==> src/rtl/vic_pkg.sv <==
package vic_pkg;
    typedef enum logic [2:0] {
        ST_UNINIT,
        ST_WORD2,
        ST_WORD3,
        ST_WORD4,
        ST_RUN
    } vic_state_e;
endpackage

==> src/rtl/vic_seq.sv <==
module vic_seq
    import vic_pkg::*;
#(
    parameter int DW = 8,
    parameter int N  = 8
) (
    input  logic          clk,
    input  logic          rst_n,
    input  logic          start,
    input  logic          dat_wr,
    input  logic [DW-1:0] wdata,
    output logic          run,
    output logic          level_mode,
    output logic          single_mode,
    output logic          auto_eoi,
    output logic          master_role,
    output logic [DW-1:0] base,
    output logic [N-1:0]  cas_cfg
);
    vic_state_e state, state_nx;
    logic       need_w4;

    always_ff @(posedge clk or negedge rst_n) begin
        if (!rst_n) state <= ST_UNINIT;
        else        state <= state_nx;
    end

    always_comb begin
        state_nx = state;
        if (start) begin
            state_nx = ST_WORD2;
        end else if (dat_wr) begin
            unique case (state)
                ST_UNINIT: state_nx = ST_UNINIT;
                ST_WORD2:  state_nx = !single_mode ? ST_WORD3 :
                                      (need_w4 ? ST_WORD4 : ST_RUN);
                ST_WORD3:  state_nx = need_w4 ? ST_WORD4 : ST_RUN;
                ST_WORD4:  state_nx = ST_RUN;
                ST_RUN:    state_nx = ST_RUN;
                default:   state_nx = ST_UNINIT;
            endcase
        end
    end

    always_ff @(posedge clk or negedge rst_n) begin
        if (!rst_n) begin
            level_mode  <= 1'b0;
            single_mode <= 1'b1;
            need_w4     <= 1'b0;
            auto_eoi    <= 1'b0;
            master_role <= 1'b1;
            base        <= '0;
            cas_cfg     <= '0;
        end else if (start) begin
            level_mode  <= wdata[3];
            single_mode <= wdata[1];
            need_w4     <= wdata[0];
            auto_eoi    <= 1'b0;
            master_role <= 1'b1;
            cas_cfg     <= '0;
        end else if (dat_wr) begin
            unique case (state)
                ST_WORD2: base    <= wdata;
                ST_WORD3: cas_cfg <= wdata[N-1:0];
                ST_WORD4: begin
                    auto_eoi    <= wdata[1];
                    master_role <= wdata[2];
                end
                default: ;
            endcase
        end
    end

    assign run = (state == ST_RUN);
endmodule

==> src/rtl/vic_req.sv <==
module vic_req #(
    parameter int N = 8
) (
    input  logic         clk,
    input  logic         rst_n,
    input  logic         clear,
    input  logic         level_mode,
    input  logic [N-1:0] irq_in,
    input  logic [N-1:0] take,
    output logic [N-1:0] irr
);
    logic [N-1:0] prev;

    always_ff @(posedge clk or negedge rst_n) begin
        if (!rst_n) begin
            prev <= '0;
            irr  <= '0;
        end else begin
            prev <= irq_in;
            if (clear)           irr <= '0;
            else if (level_mode) irr <= irq_in & ~take;
            else                 irr <= (irr | (irq_in & ~prev)) & ~take;
        end
    end
endmodule

==> src/rtl/vic_pick.sv <==
module vic_pick #(
    parameter int N  = 8,
    parameter int IW = 3
) (
    input  logic [N-1:0]  req,
    input  logic [N-1:0]  isr,
    output logic          found,
    output logic [IW-1:0] win,
    output logic          isr_found,
    output logic [IW-1:0] isr_low,
    output logic          grant
);
    always_comb begin
        found     = 1'b0;
        win       = '0;
        isr_found = 1'b0;
        isr_low   = '0;
        for (int i = N - 1; i >= 0; i--) begin
            if (req[i]) begin
                found = 1'b1;
                win   = IW'(i);
            end
            if (isr[i]) begin
                isr_found = 1'b1;
                isr_low   = IW'(i);
            end
        end
        grant = found && (!isr_found || (isr_low > win));
    end
endmodule

==> src/rtl/vic_top.sv <==
module vic_top #(
    parameter int N  = 8,
    parameter int DW = 8
) (
    input  logic          clk,
    input  logic          rst_n,
    input  logic          addr,
    input  logic          wr_en,
    input  logic          rd_en,
    input  logic [DW-1:0] wdata,
    output logic [DW-1:0] rdata,
    input  logic [N-1:0]  irq_in,
    output logic          int_out,
    input  logic          ack,
    output logic [DW-1:0] vector,
    output logic          vec_drive
);
    localparam int IW = $clog2(N);

    logic          run, level_mode, single_mode, auto_eoi, master_role;
    logic [DW-1:0] base;
    logic [N-1:0]  cas_cfg, irr, mask, isr, take, isr_nx;
    logic          found, isr_found, grant;
    logic [IW-1:0] win, isr_low;

    wire cmd_wr = wr_en && !addr;
    wire dat_wr = wr_en && addr;
    wire start  = cmd_wr && wdata[4];
    wire eoi    = cmd_wr && run && (wdata[5:3] == 3'b100);
    wire taken  = ack && run && grant;

    vic_seq #(.DW(DW), .N(N)) u_seq (
        .clk(clk), .rst_n(rst_n), .start(start), .dat_wr(dat_wr),
        .wdata(wdata), .run(run), .level_mode(level_mode),
        .single_mode(single_mode), .auto_eoi(auto_eoi),
        .master_role(master_role), .base(base), .cas_cfg(cas_cfg)
    );

    vic_req #(.N(N)) u_req (
        .clk(clk), .rst_n(rst_n), .clear(start), .level_mode(level_mode),
        .irq_in(irq_in), .take(take), .irr(irr)
    );

    vic_pick #(.N(N), .IW(IW)) u_pick (
        .req(irr & ~mask), .isr(isr), .found(found), .win(win),
        .isr_found(isr_found), .isr_low(isr_low), .grant(grant)
    );

    always_comb begin
        take = '0;
        if (taken) take[win] = 1'b1;
        isr_nx = isr;
        if (eoi && isr_found) isr_nx[isr_low] = 1'b0;
        if (taken && !auto_eoi) isr_nx = isr_nx | take;
    end

    always_ff @(posedge clk or negedge rst_n) begin
        if (!rst_n) begin
            mask      <= '1;
            isr       <= '0;
            vector    <= '0;
            vec_drive <= 1'b0;
        end else begin
            if (start)              mask <= '0;
            else if (dat_wr && run) mask <= wdata[N-1:0];
            isr <= start ? '0 : isr_nx;
            if (ack && run) begin
                if (grant) begin
                    vector    <= base + DW'(win);
                    vec_drive <= single_mode || !master_role || !cas_cfg[win];
                end else begin
                    vector    <= base + DW'(N - 1);
                    vec_drive <= 1'b1;
                end
            end
        end
    end

    assign int_out = run && grant;
    assign rdata   = (rd_en && addr) ? DW'(mask) : '0;
endmodule

==> config.mk <==
export PLATFORM = sky130hd
export DESIGN_NAME = vic_top
export DESIGN_NICKNAME = d
export VERILOG_FILES = /design/src/rtl/vic_pkg.sv /design/src/rtl/vic_seq.sv /design/src/rtl/vic_req.sv /design/src/rtl/vic_pick.sv /design/src/rtl/vic_top.sv
export SDC_FILE = /design/constraint.sdc
export NUM_CORES = 1
export LEC_CHECK = 0
export ABC_AREA = 1
export BUFFER_PORTS_ARGS = -buffer_cell sky130_fd_sc_hd__buf_2
export CAP_MARGIN = 20
export CELL_PAD_IN_SITES_DETAIL_PLACEMENT = 2
export CELL_PAD_IN_SITES_GLOBAL_PLACEMENT = 2
export CORE_AREA = 2 2 119 92
export DETAILED_ROUTE_END_ITERATION = 8
export DIE_AREA = 0 0 121 94
export MAX_ROUTING_LAYER = met4
export PLACE_DENSITY = 0.86
export SLEW_MARGIN = 10
export SYNTH_ARGS = -nofsm -noshare
export SYNTH_HDL_FRONTEND = slang
export SYNTH_SLANG_ARGS = --single-unit
==> constraint.sdc <==
create_clock -name clk -period 3.34 [get_ports clk]
set_input_delay 0.334 -clock clk [delete_from_list [all_inputs] [get_ports clk]]
set_output_delay 0.334 -clock clk [all_outputs]
set_load 0.01 [all_outputs]
==> metrics.txt, run 1 <==
cell count after synthesis=420; mapped cell area=between 3000 and 4000 µm²; Buffers on Ports=39; HP Class=input port to flip-flop; Pint=around 2.2 mW; final hold vios=0; Initial Utilization=roughly a third; Area growth syn-to-layout=25.4%; Routability Congestion=approximately 0.81; total CTS buffers=9; Setup CP Type=flip-flop to flip-flop; die area=approximately 11000 µm²; clock latency on the worst-skew pair=roughly 350 ps; leakage power=approximately 2.1 nW; Synthesized Nets=about 450; Max Transition Viols Final=0; diode count=0; P_sw=between 1.5 and 2 mW; CP max stage delay=~540 ps; CTS root buffer=clkbuf_16; Layout Cells excl Fill=between 600 and 700; largest net degree at the start of global routing=between 40 and 50; Synth Register Bits=65; Pwr Density=~880 nW/µm²; clock group share of total power=around a quarter; worst-path fanout max=5; Critical Path RT=~3600 ps; Reg clk slew, reported paths=around 50 ps; ratio of cells with drive above 1 in the final layout=a little under a third; Tcrit/Tclk final=a little over nine tenths; IO Count=40; synth unique cells=38; Hold Slack=~110 ps; WL final=approximately 13000 µm; Rows=32; syn_area_per_cell=8.08 µm²; Crit-path slowest cell=dfstp_2; Comb pwr share=between 40% and 50%; Vias=3175; drt wl/cell=approximately 22 µm; initial antenna violation count=0; TritonCTS clock tree=built; most used cell, CP=nand2_2; Nets=~500; Die X=between 100 and 150 µm; clk buf depth=2; gr ovfl total=0; worst vdd ir=about 0.00029 V; fin worst setup slack=just under 40 ps; initial drt markers=152; endpoints failing setup=0; CTS sink count=65; antenna-violating nets left=0; first-pass GRT wire length=approximately 19000 µm; DR pass1 iterations=4; H-tree depth=3; Fmax=303 MHz; number of global-route vias before repair=3562; worst-margin pin slew=737 ps; overall routing resource usage=between 20 and 25%; core area=around 10000 µm²; drt drc=0; post-DP HPWL=between 8000 and 9000 µm; hold path startpoint=irq_in[5]; post-place setup slack=-117 ps; Die H=between 90 and 100 µm; sequential share of power=just over 30%; outcome=finished clean; Seq/Total Area, Yosys=around half; Setup Skew=~13 ps; Startpoint Class=flip-flop; r2r startpoint=mask[2]; worst path arrival time=about 3500 ps; fin crit period=3300 ps; routed vias/inst=approximately 5.2; switch share=between 40% and 50%; placed insts=591; synth warn=0; type of element capturing the critical path=flip-flop; worst rel slew slack=between 50 and 60%; Max-cap violations=0; Worst Setup SP=mask[2]; cell breakdown of the critical path=inv_2 -> nand2_1 -> nand2_2 -> nor2_4 -> nand2_4 -> ha_4 -> nand2_1 -> o21ai_2 -> nand2_1 -> nand2_2 -> nand2_4 -> inv_6 -> nand2_2 -> ha_4 -> a21oi_4 -> nand2_2 -> nand2_2 -> nor2_2 -> nand2_2 -> nor2_2 -> or2_2 -> nand3_1 -> nand2_1
==> sequential cells by signal (all words and copies together), names as in the netlist <==
name / cells
isr: 8
mask: 8
u_req.irr: 8
u_req.prev: 8
u_seq.base: 8
u_seq.cas_cfg: 8
vector: 8
u_seq.state: 3
u_seq.auto_eoi: 1
u_seq.level_mode: 1
u_seq.master_role: 1
u_seq.need_w4: 1
u_seq.single_mode: 1
vec_drive: 1
==> critical path, delay by kind of cell (launching register included) <==
family	cells	cell delay [ps]
DFF	1	540
and+or+nand+nor	17	1610
buffers and inverters	2	140
AOI/OAI and AO/OA	2	290
adders and majority gates	2	580
==> cell families (layout without fill, tap and decap cells) <==
family | Yosys count | after routing | synth area share [%]
XOR/XNOR | 2 | 2 | 0.516
AO/OA/AOI/OAI | 76 | 76 | 12.6
multiplexers | 4 | 4 | 1.33
adder cells (fa/ha/maj) | 7 | 7 | 2.80
AND/OR/NAND/NOR | 195 | 195 | 26.3
buffers and inverters | 71 | 129 | 8.08
flip-flops | 65 | 65 | 48.3
==> worst paths after layout <==
check,to,slack [ps],cells past startpoint
setup / recovery,vector[7],40,23
hold / removal,u_req.prev[5],110,1
setup reg to reg,vector[7],40,23
hold reg to reg,vector[7],490,2
max in group asynchronous,u_req.prev[7],1870,3
min in group asynchronous,u_seq.base[1],450,2
==> through the flow <==
step | power, mW | area (µm²) | utilization [%] | setup TNS (ps)
2_1_floorplan | 1.93 | 3390 | - | 0
3_3_place_gp | 2.25 | 3750 | 37.1 | 0
3_5_place_dp | 2.35 | 3750 | 37.1 | -286
4_1_cts | 3.41 | 4110 | 40.6 | 0
5_1_grt | 3.95 | 4250 | 42.0 | -270
6_report | 3.76 | 4250 | 42.0 | 0
==> cells in the mapped netlist <==
cell type  instances  area [µm²]
clkinv_1           4        15.0
or2_1              1        6.26
nor3_1             9        45.0
mux2_2             2        22.5
dfrtp_1           55        1380
nor3_2             1        10.0
o22ai_1            1        6.26
o21ai_0           35         175
xor2_1             1        8.76
or2_2              2        12.5
a21boi_0           1        7.51
a22oi_1            8        60.1
dfstp_2           10         263
nand2_1          102         383
a21oi_1           22         110
ha_1               6        75.1
o211ai_1           1        7.51
nor2_4             4        45.0
o21ai_2            1        8.76
a21oi_2            1        8.76
nor2_2             8        50.1
o31ai_1            1        7.51
xnor2_1            1        8.76
clkbuf_1           4        15.0
inv_4              1        6.26
nand2_2           10        62.6
or2_4              1        8.76
inv_2             13        48.8
mux2_1             2        22.5
nor2_1            32         120
buf_2              4        20.0
nand2_4            3        33.8
nand4_1            1        6.26
fa_1               1        20.0
nand3_1           20         100
a211oi_1           5        37.5
inv_1             45         169
nand3_2            1        10.0
==> layout by cell type (no fill, tap or decap), types with 4 or more instances in the layout <==
cell        n
nand2_4     5
buf_2      39
dfrtp_1    55
a21oi_1    20
a22oi_1     8
dfstp_2    10
ha_4        4
nor2_2      9
nand2_2    21
buf_4      10
nor2_1     30
nor3_1      8
o21ai_0    34
nor2_4      5
a211oi_1    5
nand2_1    89
inv_2      14
nand3_1    19
clkinv_1    4
clkbuf_16   9
inv_1      44
==> layout make-up <==
class	instances	area, µm²
clock inverters	2	35.0
well taps	136	170
inverters	63	241
flip-flops and latches	65	1640
clock buffers	14	274
fillers	1117	5880
repair buffers	50	280
multi-input cells	284	1610
==> power groups by stage <==
stage / Combinational [mW] / Sequential, mW / Clock, mW
after CTS: 1.27 / 1.14 / 0.999
after floorplan: 0.801 / 1.12 / 0
final: 1.60 / 1.16 / 0.990
after global placement: 1.12 / 1.13 / 0
after global routing: 1.73 / 1.18 / 1.03
after detailed placement: 1.20 / 1.15 / 0
==> per-layer routing <==
metal	global-route usage [%]	routed length, µm	vias to the layer above
met1	27.4	5580	1651
met5	-	0	-
met3	6.01	532	20
met2	39.2	7050	59
li1	-	-	1445
met4	5.91	165	0
==> repair_timing <==
item | in CTS | in global routing
hold buffers | 1 | 0
endpoints found under the setup margin | 3 | 5
gates resized for setup | 7 | 26
pin swaps | 0 | 5
buffers inserted | 0 | 6
gates cloned | 0 | 0
endpoints found under the hold margin | 15 | 0
(Power assumes the default switching activity.)
==> run 2: changes to the inputs <==
--- a/config.mk
+++ b/config.mk
@@ -13,7 +13,6 @@
 export CORE_AREA = 2 2 119 92
 export DETAILED_ROUTE_END_ITERATION = 8
 export DIE_AREA = 0 0 121 94
-export MAX_ROUTING_LAYER = met4
 export PLACE_DENSITY = 0.86
 export SLEW_MARGIN = 10
 export SYNTH_ARGS = -nofsm -noshare
==> metrics.txt, run 2 (synthesis results as in run 1) <==
CP delay by family, top=simple AND/OR/NAND/NOR gates; Initial Utilization=33.5%; diode count=0; overall routing resource usage=about 22%; routed vias/inst=5.21; CP max stage delay=540 ps; drt wl/cell=21.6 µm; Pwr Density=approximately 880 nW/µm²; worst rel slew slack=between 40% and 50%; Die H=94 µm; FF-to-FF End=vector[7]; Hold EP=u_req.prev[5]; number of global-route vias before repair=about 3600; clock latency on the worst-skew pair=350 ps; CTS root buffer=clkbuf_16; first-pass GRT wire length=19200 µm; leakage power=2.10 nW; Area growth syn-to-layout=25.4%; IO Count=40; outcome=finished clean; Setup Skew=around 9.8 ps; Fmax=301 MHz; Fillers=about 1100; Die X=between 100 and 150 µm; Buffers on Ports=39; Critical Path RT=3570 ps; R2R setup slack=roughly 21 ps; ratio of cells with drive above 1 in the final layout=between 30% and 40%; gr ovfl total=0; Reg clk slew, reported paths=around 50 ps; core area=10100 µm²; H-tree depth=3; worst-margin pin slew=~770 ps; Nets=between 500 and 600; Startpoint Class=flip-flop; antenna-violating nets left=0; Rows=32; Max-cap violations=0; most common cell after layout, fill and taps aside=nand2_1; worst vdd ir=roughly 0.00029 V; hold path startpoint=irq_in[5]; total CTS buffers=9; HP Class=input port to flip-flop; Layout Cells excl Fill=between 600 and 700; clk buf depth=2; DR pass1 iterations=4; initial drt markers=roughly 180; type of element capturing the critical path=flip-flop; WL final=approximately 13000 µm; post-DP HPWL=8480 µm; initial antenna violation count=0; Setup CP Type=flip-flop to flip-flop; commonest cells after routing, fill and taps aside=89 x nand2_1, 55 x dfrtp_1, 44 x inv_1; Tot Pwr=~3.8 mW; R2R cell count=23; largest net degree at the start of global routing=49; Vias=3200; placed insts=about 600; r2r startpoint=mask[3]; Crit-path slowest cell=dfstp_2; Routability Congestion=0.798; Tcrit/Tclk final=roughly 99%; Max Transition Viols Final=0; worst path arrival time=3550 ps; final hold vios=0; Hold Crit Depth=1; worst-path fanout max=5; endpoints failing setup=0; CTS sink count=65; die area=between 10000 and 15000 µm²; TritonCTS clock tree=built; most used cell, CP=nand2_2; Worst Setup SP=mask[3]; fin crit period=3320 ps; cell breakdown of the critical path=inv_2 -> nand2_1 -> nand2_2 -> nor2_4 -> nand2_4 -> ha_4 -> nand2_1 -> o21ai_2 -> nand2_1 -> nand2_2 -> nand2_4 -> inv_6 -> nand2_2 -> ha_4 -> a21oi_4 -> nand2_2 -> nand2_2 -> nor2_2 -> nand2_2 -> nor2_2 -> or2_2 -> nand3_1 -> nand2_1; drt drc=0; CP bufs+invs=2
## run 2: cell counts in the layout (fill, tap and decap cells not counted)
No cell type changed its count.
## run 2: worst max-delay path by stage
stage / end / depth (start not counted)
after floorplan: vector[6] / 20
after global placement: vector[6] / 20
after detailed placement: vector[6] / 20
after CTS: vector[6] / 22
after global routing: vector[7] / 27
final: vector[7] / 23
## run 2: repair_timing
action,4_1_cts,5_1_grt
endpoints found under the setup margin,3,5
hold buffers,1,0
endpoints found under the hold margin,15,0
buffers inserted,0,6
gates resized for setup,7,26
pin swaps,0,5
## run 2: area by class of cell
| cell class | count | area (µm²) | area share [%] |
|---|---|---|---|
| inverter | 63 | 241 | 5.68 |
| clock buffer | 14 | 274 | 6.44 |
| sequential | 65 | 1640 | 38.5 |
| clock inverter | 2 | 35.0 | 0.824 |
| timing repair buffer | 50 | 280 | 6.59 |
| tap | 136 | 170 | 4.00 |
| multi-input combinational | 284 | 1610 | 37.9 |
## run 2: layer usage
metal	global-route usage (%)	share of wire (%)
met5	0	0
met2	39.3	52
met1	27.5	42
met3	6.01	3.6
met4	5.91	1.8
## run 2: where the power goes
| part | leakage, nW | switching [mW] | internal, mW |
|---|---|---|---|
| Clock | 0.153 | 0.355 | 0.638 |
| Combinational | 1.15 | 1.01 | 0.597 |
| Sequential | 0.797 | 0.160 | 1.00 |
## run 2: metrics by stage
step	TNS [ps]	area (µm²)	hold slack (ps)	worst slack, ps	utilization [%]
finish	0	4250	111	21.1	42.0
global route	-272	4250	105	-141	42.0
CTS	0	4110	104	19.8	40.6
detailed placement	-286	3750	299	-117	37.1
global placement	0	3750	291	126	37.1
floorplan	0	3390	38.4	368	-
